File: config.mk
export PLATFORM = sky130hd
export DESIGN_NAME = ac_dual_rx
export DESIGN_NICKNAME = d
export VERILOG_FILES = /design/src/rtl/ac_rx_pkg.sv /design/src/rtl/ac_rx_bitclk.sv /design/src/rtl/ac_rx_deser.sv /design/src/rtl/ac_rx_merge.sv /design/src/rtl/ac_dual_rx.sv
export SDC_FILE = /design/constraint.sdc
export NUM_CORES = 1
export LEC_CHECK = 0
export ABC_AREA = 0
export BUFFER_PORTS_ARGS = -buffer_cell sky130_fd_sc_hd__buf_2
export CORE_MARGIN = 3
export CORE_UTILIZATION = 59
export DETAILED_ROUTE_END_ITERATION = 12
export GPL_TIMING_DRIVEN = 0
export PLACE_DENSITY = 0.82
export SLEW_MARGIN = 25
export SYNTH_ARGS = -nofsm -noshare
export SYNTH_HDL_FRONTEND = slang
export SYNTH_SLANG_ARGS = --single-unit
File: constraint.sdc
create_clock -name clk_i -period 3.45 [get_ports clk_i]
set_clock_uncertainty 0.1 [all_clocks]
set_input_delay 0.69 -clock clk_i [delete_from_list [all_inputs] [get_ports clk_i]]
set_output_delay 0.69 -clock clk_i [all_outputs]
set_load 0.01 [all_outputs]
File: src/rtl/ac_rx_pkg.sv
package ac_rx_pkg;
  localparam int unsigned NIN    = 2;
  localparam int unsigned NSLOT  = 12;
  localparam int unsigned SW     = 20;
  localparam int unsigned S0W    = 16;
  localparam int unsigned DW     = 16;
  localparam int unsigned ADDRW  = 8;
  localparam int unsigned RQW    = NSLOT - 2;
  localparam int unsigned IDX_HI = 18;
  localparam int unsigned IDX_LO = 12;
  localparam int unsigned REQ_HI = 11;
  localparam int unsigned DAT_HI = 19;
  localparam int unsigned DAT_LO = DAT_HI - DW + 1;
  localparam logic [IDX_HI-IDX_LO:0] GPIO_IDX = 7'h54;

  typedef logic [NSLOT:0][SW-1:0] frame_t;
endpackage

File: src/rtl/ac_rx_bitclk.sv
module ac_rx_bitclk
  import ac_rx_pkg::*;
#(
  parameter int unsigned NIN_P = NIN
) (
  input  logic             clk_i,
  input  logic             rst_ni,
  input  logic             bclk_i,
  input  logic             sync_i,
  input  logic [NIN_P-1:0] sdi_i,
  output logic             act_o,
  output logic             last_o,
  output logic [3:0]       slot_o,
  output logic [NIN_P-1:0] sdi_o,
  output logic             frame_end_o
);
  logic             bclk_q1, bclk_q2, sync_q, sync_prev_q, act_q;
  logic [NIN_P-1:0] sdi_q;
  logic [3:0]       slot_q, cur_slot;
  logic [4:0]       pos_q, cur_pos, len_m1;
  logic             bit_en, start, in_frame, last;

  assign bit_en   = bclk_q2 & ~bclk_q1;
  assign start    = bit_en & sync_q & ~sync_prev_q;
  assign in_frame = start | act_q;
  assign cur_slot = start ? 4'd0 : slot_q;
  assign cur_pos  = start ? 5'd0 : pos_q;
  assign len_m1   = (cur_slot == 4'd0) ? 5'(S0W - 1) : 5'(SW - 1);
  assign last     = (cur_pos == len_m1);

  assign act_o       = bit_en & in_frame;
  assign last_o      = act_o & last;
  assign slot_o      = cur_slot;
  assign sdi_o       = sdi_q;
  assign frame_end_o = last_o & (cur_slot == 4'(NSLOT));

  always_ff @(posedge clk_i or negedge rst_ni) begin
    if (!rst_ni) begin
      bclk_q1     <= 1'b0;
      bclk_q2     <= 1'b0;
      sync_q      <= 1'b0;
      sync_prev_q <= 1'b0;
      sdi_q       <= '0;
      act_q       <= 1'b0;
      slot_q      <= '0;
      pos_q       <= '0;
    end else begin
      bclk_q1 <= bclk_i;
      bclk_q2 <= bclk_q1;
      sync_q  <= sync_i;
      sdi_q   <= sdi_i;
      if (bit_en) begin
        sync_prev_q <= sync_q;
        if (in_frame) begin
          if (last) begin
            pos_q  <= '0;
            slot_q <= cur_slot + 4'd1;
            act_q  <= (cur_slot != 4'(NSLOT));
          end else begin
            pos_q  <= cur_pos + 5'd1;
            slot_q <= cur_slot;
            act_q  <= 1'b1;
          end
        end
      end
    end
  end

  // slot counter stays inside the frame
  a_r10_slot_bound: assert property (@(posedge clk_i) disable iff (!rst_ni)
    act_q |-> (slot_q <= 4'(NSLOT)));
  // a rising marker restarts at slot 0, second bit
  a_r10_restart: assert property (@(posedge clk_i) disable iff (!rst_ni)
    start |=> (act_q && slot_q == 4'd0 && pos_q == 5'd1));
endmodule

File: src/rtl/ac_rx_deser.sv
module ac_rx_deser
  import ac_rx_pkg::*;
(
  input  logic       clk_i,
  input  logic       rst_ni,
  input  logic       act_i,
  input  logic       last_i,
  input  logic [3:0] slot_i,
  input  logic       sdi_i,
  output frame_t     words_o
);
  logic [SW-2:0] sh_q;
  logic [SW-1:0] nxt;
  frame_t        w_q;

  assign nxt     = {sh_q, sdi_i};
  assign words_o = w_q;

  always_ff @(posedge clk_i or negedge rst_ni) begin
    if (!rst_ni) begin
      sh_q <= '0;
      w_q  <= '0;
    end else begin
      if (act_i) sh_q <= nxt[SW-2:0];
      if (last_i) w_q[slot_i] <= nxt;
    end
  end
endmodule

File: src/rtl/ac_rx_merge.sv
module ac_rx_merge
  import ac_rx_pkg::*;
#(
  parameter int unsigned NIN_P = NIN
) (
  input  frame_t                     f_i [NIN_P],
  output logic [NSLOT-1:0][SW-1:0]   slot_o,
  output logic [NSLOT-1:0]           valid_o,
  output logic                       overlap_o
);
  logic [NIN_P-1:0]      tag;
  logic [NIN_P-1:0][7:0] unused_hdr;

  for (genvar i = 0; i < NIN_P; i++) begin : g_sink
    assign unused_hdr[i] = {f_i[i][0][SW-1:S0W-1], f_i[i][0][2:0]};
  end

  always_comb begin
    slot_o    = '0;
    valid_o   = '0;
    overlap_o = 1'b0;
    tag       = '0;
    for (int k = 1; k <= NSLOT; k++) begin
      for (int i = 0; i < NIN_P; i++) tag[i] = f_i[i][0][S0W-1-k];
      valid_o[k-1] = |tag;
      if ($countones(tag) > 1) overlap_o = 1'b1;
      // descending scan: lowest-numbered line wins
      for (int i = NIN_P - 1; i >= 0; i--) if (tag[i]) slot_o[k-1] = f_i[i][k];
    end
  end
endmodule

File: src/rtl/ac_dual_rx.sv
module ac_dual_rx
  import ac_rx_pkg::*;
(
  input  logic                 clk_i,
  input  logic                 rst_ni,
  input  logic                 bclk_i,
  input  logic                 sync_i,
  input  logic [NIN-1:0]       sdi_i,
  input  logic                 rd_req_i,
  input  logic [ADDRW-1:0]     rd_addr_i,
  output logic                 rd_busy_o,
  output logic                 rd_done_o,
  output logic [DW-1:0]        rd_data_o,
  output logic [DW-1:0]        gpio_shadow_o,
  output logic                 frame_o,
  output logic [NIN-1:0]       ready_o,
  output logic [NSLOT-1:0]     slot_valid_o,
  output logic [NSLOT*SW-1:0]  slot_data_o,
  output logic                 overlap_o,
  output logic [RQW-1:0]       slot_req_o
);
  logic                   act, last, fend;
  logic [3:0]             slot;
  logic [NIN-1:0]         sdi_s;
  frame_t                 words [NIN];
  logic [NSLOT-1:0][SW-1:0] merged;
  logic [NSLOT-1:0]       mval;
  logic                   movl;

  ac_rx_bitclk #(.NIN_P(NIN)) u_bitclk (
    .clk_i, .rst_ni, .bclk_i, .sync_i, .sdi_i,
    .act_o(act), .last_o(last), .slot_o(slot), .sdi_o(sdi_s), .frame_end_o(fend)
  );

  for (genvar i = 0; i < NIN; i++) begin : g_line
    ac_rx_deser u_deser (
      .clk_i, .rst_ni, .act_i(act), .last_i(last), .slot_i(slot),
      .sdi_i(sdi_s[i]), .words_o(words[i])
    );
  end

  ac_rx_merge #(.NIN_P(NIN)) u_merge (
    .f_i(words), .slot_o(merged), .valid_o(mval), .overlap_o(movl)
  );

  logic                    commit_q, frame_q, ovl_q, pend_q, done_q;
  logic [NIN-1:0]          ready_q, ready_n;
  logic [NSLOT-1:0]        val_q;
  logic [NSLOT-1:0][SW-1:0] data_q;
  logic [RQW-1:0]          req_q, req_n;
  logic [DW-1:0]           shadow_q, shadow_n, rdata_q;
  logic [ADDRW-1:0]        pidx_q;

  always_comb begin
    req_n = '0;
    for (int i = 0; i < NIN; i++) begin
      ready_n[i] = words[i][0][S0W-1];
      for (int j = 0; j < RQW; j++)
        req_n[j] = req_n[j] | (ready_n[i] & ~words[i][1][REQ_HI-j]);
    end
  end

  logic                     sel, rsp_tag, rsp_ok, is_gpio, gpio_hit, link_go;
  logic [IDX_HI-IDX_LO:0]   rsp_idx;
  logic [DW-1:0]            rsp_dat;

  assign sel      = pidx_q[ADDRW-1];
  assign rsp_tag  = words[sel][0][S0W-2];
  assign rsp_idx  = words[sel][1][IDX_HI:IDX_LO];
  assign rsp_dat  = words[sel][2][DAT_HI:DAT_LO];
  assign rsp_ok   = commit_q & pend_q & rsp_tag & (rsp_idx == pidx_q[IDX_HI-IDX_LO:0]);
  assign is_gpio  = (rd_addr_i[IDX_HI-IDX_LO:0] == GPIO_IDX);
  assign gpio_hit = rd_req_i & ~pend_q & is_gpio;
  assign link_go  = rd_req_i & ~pend_q & ~is_gpio;
  // forward a slot 12 word committing this cycle
  assign shadow_n = (commit_q & mval[NSLOT-1]) ? merged[NSLOT-1][DAT_HI:DAT_LO] : shadow_q;

  always_ff @(posedge clk_i or negedge rst_ni) begin
    if (!rst_ni) begin
      commit_q <= 1'b0;
      frame_q  <= 1'b0;
      ready_q  <= '0;
      val_q    <= '0;
      data_q   <= '0;
      ovl_q    <= 1'b0;
      req_q    <= '0;
      shadow_q <= '0;
      pend_q   <= 1'b0;
      pidx_q   <= '0;
      done_q   <= 1'b0;
      rdata_q  <= '0;
    end else begin
      commit_q <= fend;
      frame_q  <= commit_q;
      done_q   <= 1'b0;
      if (commit_q) begin
        ready_q  <= ready_n;
        val_q    <= mval;
        data_q   <= merged;
        ovl_q    <= movl;
        req_q    <= req_n;
        shadow_q <= shadow_n;
      end
      if (rsp_ok) begin
        pend_q  <= 1'b0;
        done_q  <= 1'b1;
        rdata_q <= rsp_dat;
      end else if (gpio_hit) begin
        done_q  <= 1'b1;
        rdata_q <= shadow_n;
      end else if (link_go) begin
        pend_q <= 1'b1;
        pidx_q <= rd_addr_i;
      end
    end
  end

  assign rd_busy_o     = pend_q;
  assign rd_done_o     = done_q;
  assign rd_data_o     = rdata_q;
  assign gpio_shadow_o = shadow_q;
  assign frame_o       = frame_q;
  assign ready_o       = ready_q;
  assign slot_valid_o  = val_q;
  assign slot_data_o   = data_q;
  assign overlap_o     = ovl_q;
  assign slot_req_o    = req_q;

  a_r1_ready_on_commit: assert property (@(posedge clk_i) disable iff (!rst_ni)
    !$stable(ready_q) |-> $past(commit_q));
  a_r7_shadow_on_commit: assert property (@(posedge clk_i) disable iff (!rst_ni)
    !$stable(shadow_q) |-> $past(commit_q));
  a_r6_busy_holds: assert property (@(posedge clk_i) disable iff (!rst_ni)
    (pend_q && !commit_q) |=> pend_q);
  a_r5_done_with_frame: assert property (@(posedge clk_i) disable iff (!rst_ni)
    $fell(pend_q) |-> (rd_done_o && frame_o));
  a_r3_overlap_has_valid: assert property (@(posedge clk_i) disable iff (!rst_ni)
    overlap_o |-> (slot_valid_o != '0));
endmodule

# Word-level counts from Yosys, hierarchy flattened
# Cells that the tools add are included.
# op_classes
add_sub_neg,14
order_cmp,15
n_eq_ne,6
n_mux,57
bitwise,71
n_reduce_logical,19
# op_table
op,count
$bwmux W260,2
$mux W20,25
$gt A32 B2 Y1 const B,12
$mux W60,3
$demux W20 S4,1
$mux W16,3
$and A1 B1 Y1,33
$not A1 Y1,26
$add A1 B1 Y2,12
$reduce_or A2 Y1,12
$mux W1,18
$mux W5,3
$or A1 B1 Y1,11
$mux W4,2
$eq A7 B7 Y1,1
$eq A7 B7 Y1 const B,1
$add A5 B1 Y5 const B,1
$eq A5 B5 Y1,1
$lt A4 B5 Y1 const B,1
$add A4 B1 Y4 const B,1
$eq A4 B4 Y1 const B,1
$ge A4 B1 Y1 const B,1
$logic_not A4 Y1,1
$ne A4 B4 Y1 const B,1
other kinds (7),9
# totals
ff_bits,883
inputBits,15
output_inout_bits,300
wordCells,241

# Depth between registers and ports, before layout
# logic_depth
depth_word,14
depth_mapped,11
ltp_nobuf,8

# Modules after synthesis
# Synthesis repeated with hierarchy kept, for this count alone.
# unflattened
cells_unflattened,2431
area_unflattened_um2,36692.7
# by_module_without_submodules
module,instances,cells_each,area_per_inst_um2,seq_area_each_um2
ac_dual_rx,1,748,11970.2,7732.4
ac_rx_deser (g_line[1].u_deser),1,626,10542.6,6981.7
ac_rx_deser (g_line[0].u_deser),1,626,10537.6,6981.7
ac_rx_merge,1,346,2795.2,0.0
ac_rx_bitclk,1,85,847.1,400.4

# Worst setup path before layout
# Ideal clock, no wire load.
# synth_path
path_kind,flip-flop to flip-flop
startpoint,reg u_bitclk.sync_prev_q
endpoint,reg g_line[0].u_deser.w_q (netlist bit g_line[0].u_deser.words_o[10])
setup_ns,0.125
arrival_time_ns,2.654
t_required_ns,3.225
slack_ns,0.572
stages_incl_launch_ff,10
n_path_buf,2
synth_period_minus_slack_ns,2.878
path_cell_list,dfrtp_1 > nand4bb_1 > clkbuf_1 > nand2_1 > ha_1 > or4b_1 > nand2_1 > nor3b_2 > buf_2 > mux2_2
# synth_via
elab_chain_len,8
word_cells_on_any_way,16
classes_between,order compare: 2; eq/ne: 1; mux: 6; bitwise: 5; reduce/logical: 2
# synth_rtl
element,line,rtl
start: declaration,ac_rx_bitclk.sv:17,"logic bclk_q1, bclk_q2, sync_q, sync_prev_q, act_q;"
start signal: assignment,ac_rx_bitclk.sv:53,sync_prev_q <= sync_q;
$not A1 Y1 *,ac_rx_bitclk.sv:24,assign start = bit_en & sync_q & ~sync_prev_q;
$and A1 B1 Y1 *,ac_rx_bitclk.sv:24,
$mux W4,ac_rx_bitclk.sv:26,assign cur_slot = start ? 4'd0 : slot_q;
$lt A4 B5 Y1 (implied by the code) or $ge A4 B1 Y1 (tied branches),ac_rx_deser.sv:25,if (last_i) w_q[slot_i] <= nxt;
$logic_and A1 B1 Y1 (implied by the code),ac_rx_deser.sv:25,
$mux W20 (implied by the code),ac_rx_deser.sv:25,
$demux W20 S4,--,
$bwmux W260,ac_rx_deser.sv:25,
end signal: indexed assignment,ac_rx_deser.sv:25,
end: declaration,ac_rx_deser.sv:14,frame_t w_q;
# Mark *: on every way between the ends. The rest lies on a longest branch, timed or not.
# A chain may end at the register's enable or synchronous reset.

==> results.tsv <==
stage	metric	value	unit
synthesis	syn_inst	2856	
setup_path	crit_path_start_kind	flop	
clock_network	clk_pin_slew	60	ps
synthesis	synth_top_cell_by_area	dfrtp_1	
setup_path	reg2reg_slack	130	ps
sta	rsz0062_at_grt	false	
drt	drt_iter0_drc	2470	
placed_design	place_inst	3950	
placed_design	gp_congestion	0.9403	
synthesis	synth-async-reset-ratio	100.0	%
setup_path	cp_num_cells	6	
setup_path	end_kind	flop	
global_routing	antenna_found_initial	9	
final_layout	final_cell_area	0.04128	mm^2
drt	totalWireLength	114.1	mm
power	ir_drop	0.4339	mV
sta	maxSlewHeadroom	20.65	%
sta	setup_tns	0	ps
sta	fmax	301.2	MHz
status	status	finished, final reports clean	
final_layout	fin_nets	3289	
global_routing	grt_pass1_vias	26768	
floorplanning	core_area	0.05913	mm^2
drt	num_vias	26353	
clock_network	clk_latency	650	ps
floorplanning	ios	315	
sta	period_minus_slack	3320	ps
synthesis	ys.warnings.count	0	
synthesis	synthFlopType	dfrtp_1	
global_routing	grt_start_max_net_pins	142	
placed_design	dp.final_hpwl	76.08	mm
setup_path	slowest_stage	clkbuf_1	
clock_network	cts-buffers-inserted	87	
setup_path	required	3900	ps
power	p_leak	0.02111	uW
drt	first_pass_iters	8	
min_path	holdPathStages	1	
synthesis	syn_area	0.03533	mm^2
setup_path	cp_top_family	buffers and inverters	
drt	drc_errors	0	
run	cap_violations	0	
sta	finalHoldViolCount	0	
setup_path	r2r_start	commit_q	
setup_path	r2r_end	slot_data_o[79]	
setup_path	r2r_cells	6	
synthesis	yosysMostFrequentCell	dfrtp_1	
sta	finalSetupViolCount	0	
sta	fin_crit_sh	96.24	%
clock_network	cts_tree	yes	
placed_design	placed_area	0.03809	mm^2
floorplanning	rows	89	
setup_path	crit_top_cell	clkbuf_1	
setup_path	crit_arrival	3770	ps
synthesis	synthTopCellsByArea	dfrtp_1 62%, mux2_2 11%, mux2_1 5.2%	
sta	hold-worst-slack	78.29	ps
drt	ant_nets	0	
synthesis	synth_edf_count	0	
setup_path	worst_path_largest_cell_delay	800	ps
clock_network	cts_buffer_depth	3	
power	power-per-cell-area	561.0	mW/mm^2
setup_path	crit_path_end	slot_data_o[79]	
floorplanning	design.die.area	0.06285	mm^2
sta	maxSlewViolCount	0	
drt	via_per_inst	6.398	
setup_path	critPathLaunch	commit_q	
clock_network	clockRootBuffer	clkbuf_16	
floorplanning	initial_core_util	59.74	%
drt	routedWlPerCell	27.70	um
synthesis	synth_common_cells	869 x dfrtp_1, 356 x mux2_2, 309 x nor2_1	
synthesis	seq_area_frac_synth	61.56	%
floorplanning	die_x	250.7	um
final_layout	drive_above_1_share	27.75	%
global_routing	track_usage	35.98	%
setup_path	worst-path-max-fanout	10	
sta	worstMarginPinSlew	1190	ps
setup_path	critPathBufInv	4	
clock_network	cts.htree.levels	3	
global_routing	grt_pass1_wl	167.4	mm
setup_path	critical_path_class	flop to flop	
final_layout	syn_to_final_growth	16.84	%
synthesis	yosys.area.top_type_share	61.56	%
clock_network	cts_sinks	869	
synthesis	syn_area_per_cell	12.37	um^2
synthesis	syn_nets	2876	
floorplanning	die-height	250.7	um
synthesis	ys_ff_latch	869	
synthesis	synthDistinctLibCells	52	
final_layout	layout.cells.non_filler	4119	
global_routing	overflow	0	
placed_design	portBuffers	314	
min_path	worstHoldPathType	input pin to flop	
setup_path	cp_cell_sequence	clkbuf_1 -> clkbuf_1 -> clkbuf_2 -> clkbuf_1 -> nor2_1 -> a21oi_1	
-- registers in the layout, summed over array words and instances, names as in the netlist, 5 cells and up --
name                    cells
g_line.u_deser.sh_q        38
rd_data_o                  16
slot_data_o               240
g_line.u_deser.words_o    506
u_bitclk.pos_q              5
slot_req_o                 10
gpio_shadow_o              16
pidx_q                      8
slot_valid_o               12
-- metal layers --
metal | vias to the layer above | share of wire (%) | wire length, um | global-route usage (%)
met5 | - | 0.011 | 13 | 0
met4 | 2 | 7.2 | 8245 | 23.05
met3 | 401 | 9.5 | 10880 | 8.255
li1 | 10887 | - | - | -
met1 | 13499 | 37 | 42110 | 45.98
met2 | 1564 | 46 | 52840 | 55.93
-- how the worst min path moves through the flow --
| stage | slack (ps) | endpoint | start |
|---|---|---|---|
| 6_report | 80 | u_bitclk.sdi_o[0] | sdi_i[0] |
| 5_1_grt | 60 | u_bitclk.sdi_o[0] | sdi_i[0] |
| 4_1_cts | 50 | u_bitclk.sdi_o[0] | sdi_i[0] |
| 3_5_place_dp | 310 | u_bitclk.bclk_q2 | u_bitclk.bclk_q1 |
| 3_3_place_gp | 300 | u_bitclk.bclk_q2 | u_bitclk.bclk_q1 |
| 2_1_floorplan | 280 | u_bitclk.bclk_q2 | u_bitclk.bclk_q1 |
-- where the power goes --
part           internal (uW)  switching [uW]
Sequential             10400             668
Clock                   6130            4110
Combinational            377            1490
-- logic make-up after synthesis --
family	after synthesis	synth area share (%)
flip-flops	869	61.56
AO/OA/AOI/OAI	598	10.46
adder cells (fa/ha/maj)	5	0.1771
buffers and inverters	248	3.042
XOR/XNOR	7	0.1736
AND/OR/NAND/NOR	587	7.402
multiplexers	542	17.19
-- layout by cell type, fill, tap and decap left out, drive strengths merged, types with 6 or more instances in the layout --
cell      n
inv       6
a31oi    10
bufinv   13
nor3     15
clkinv   23
dfrtp   869
nand2b   21
nor2b    29
nand3b   15
a21oi   301
a211oi   17
nand2   144
or2      15
mux2    518
nand3    11
nor2    309
mux2i    24
o21ai     9
clkbuf  303
a22oi   228
buf     384
o22ai    17
-- timing repair --
item                                    4_1_cts  5_1_grt
cloned                                        0        1
hold buffers                                  1        0
resized for setup                             3        7
setup buffers                                 2        0
endpoints found under the hold margin       103        0
endpoints found under the setup margin       21      268
-- cell type report --
cell class | instances | area (um^2)
flip-flops and latches | 869 | 21750
clock buffers | 119 | 2531
clock inverters | 42 | 576.8
multi-input cells | 1739 | 12520
well taps | 773 | 967.2
fillers | 3989 | 17850
plain buffers | 244 | 1086
repair buffers | 325 | 1829
inverters | 3 | 11.26
diodes | 5 | 12.51
-- per-stage QoR --
stage	setup slack (ps)	power (uW)	utilization (%)
after floorplan	571.5	11510	-
after global placement	-15530	12870	64.04
after detailed placement	-400.5	12970	64.41
after CTS	82.78	23050	69.73
after global routing	52.49	23580	69.79
final	129.6	23160	69.81
No activity file was read; power rests on OpenSTA's default activity.
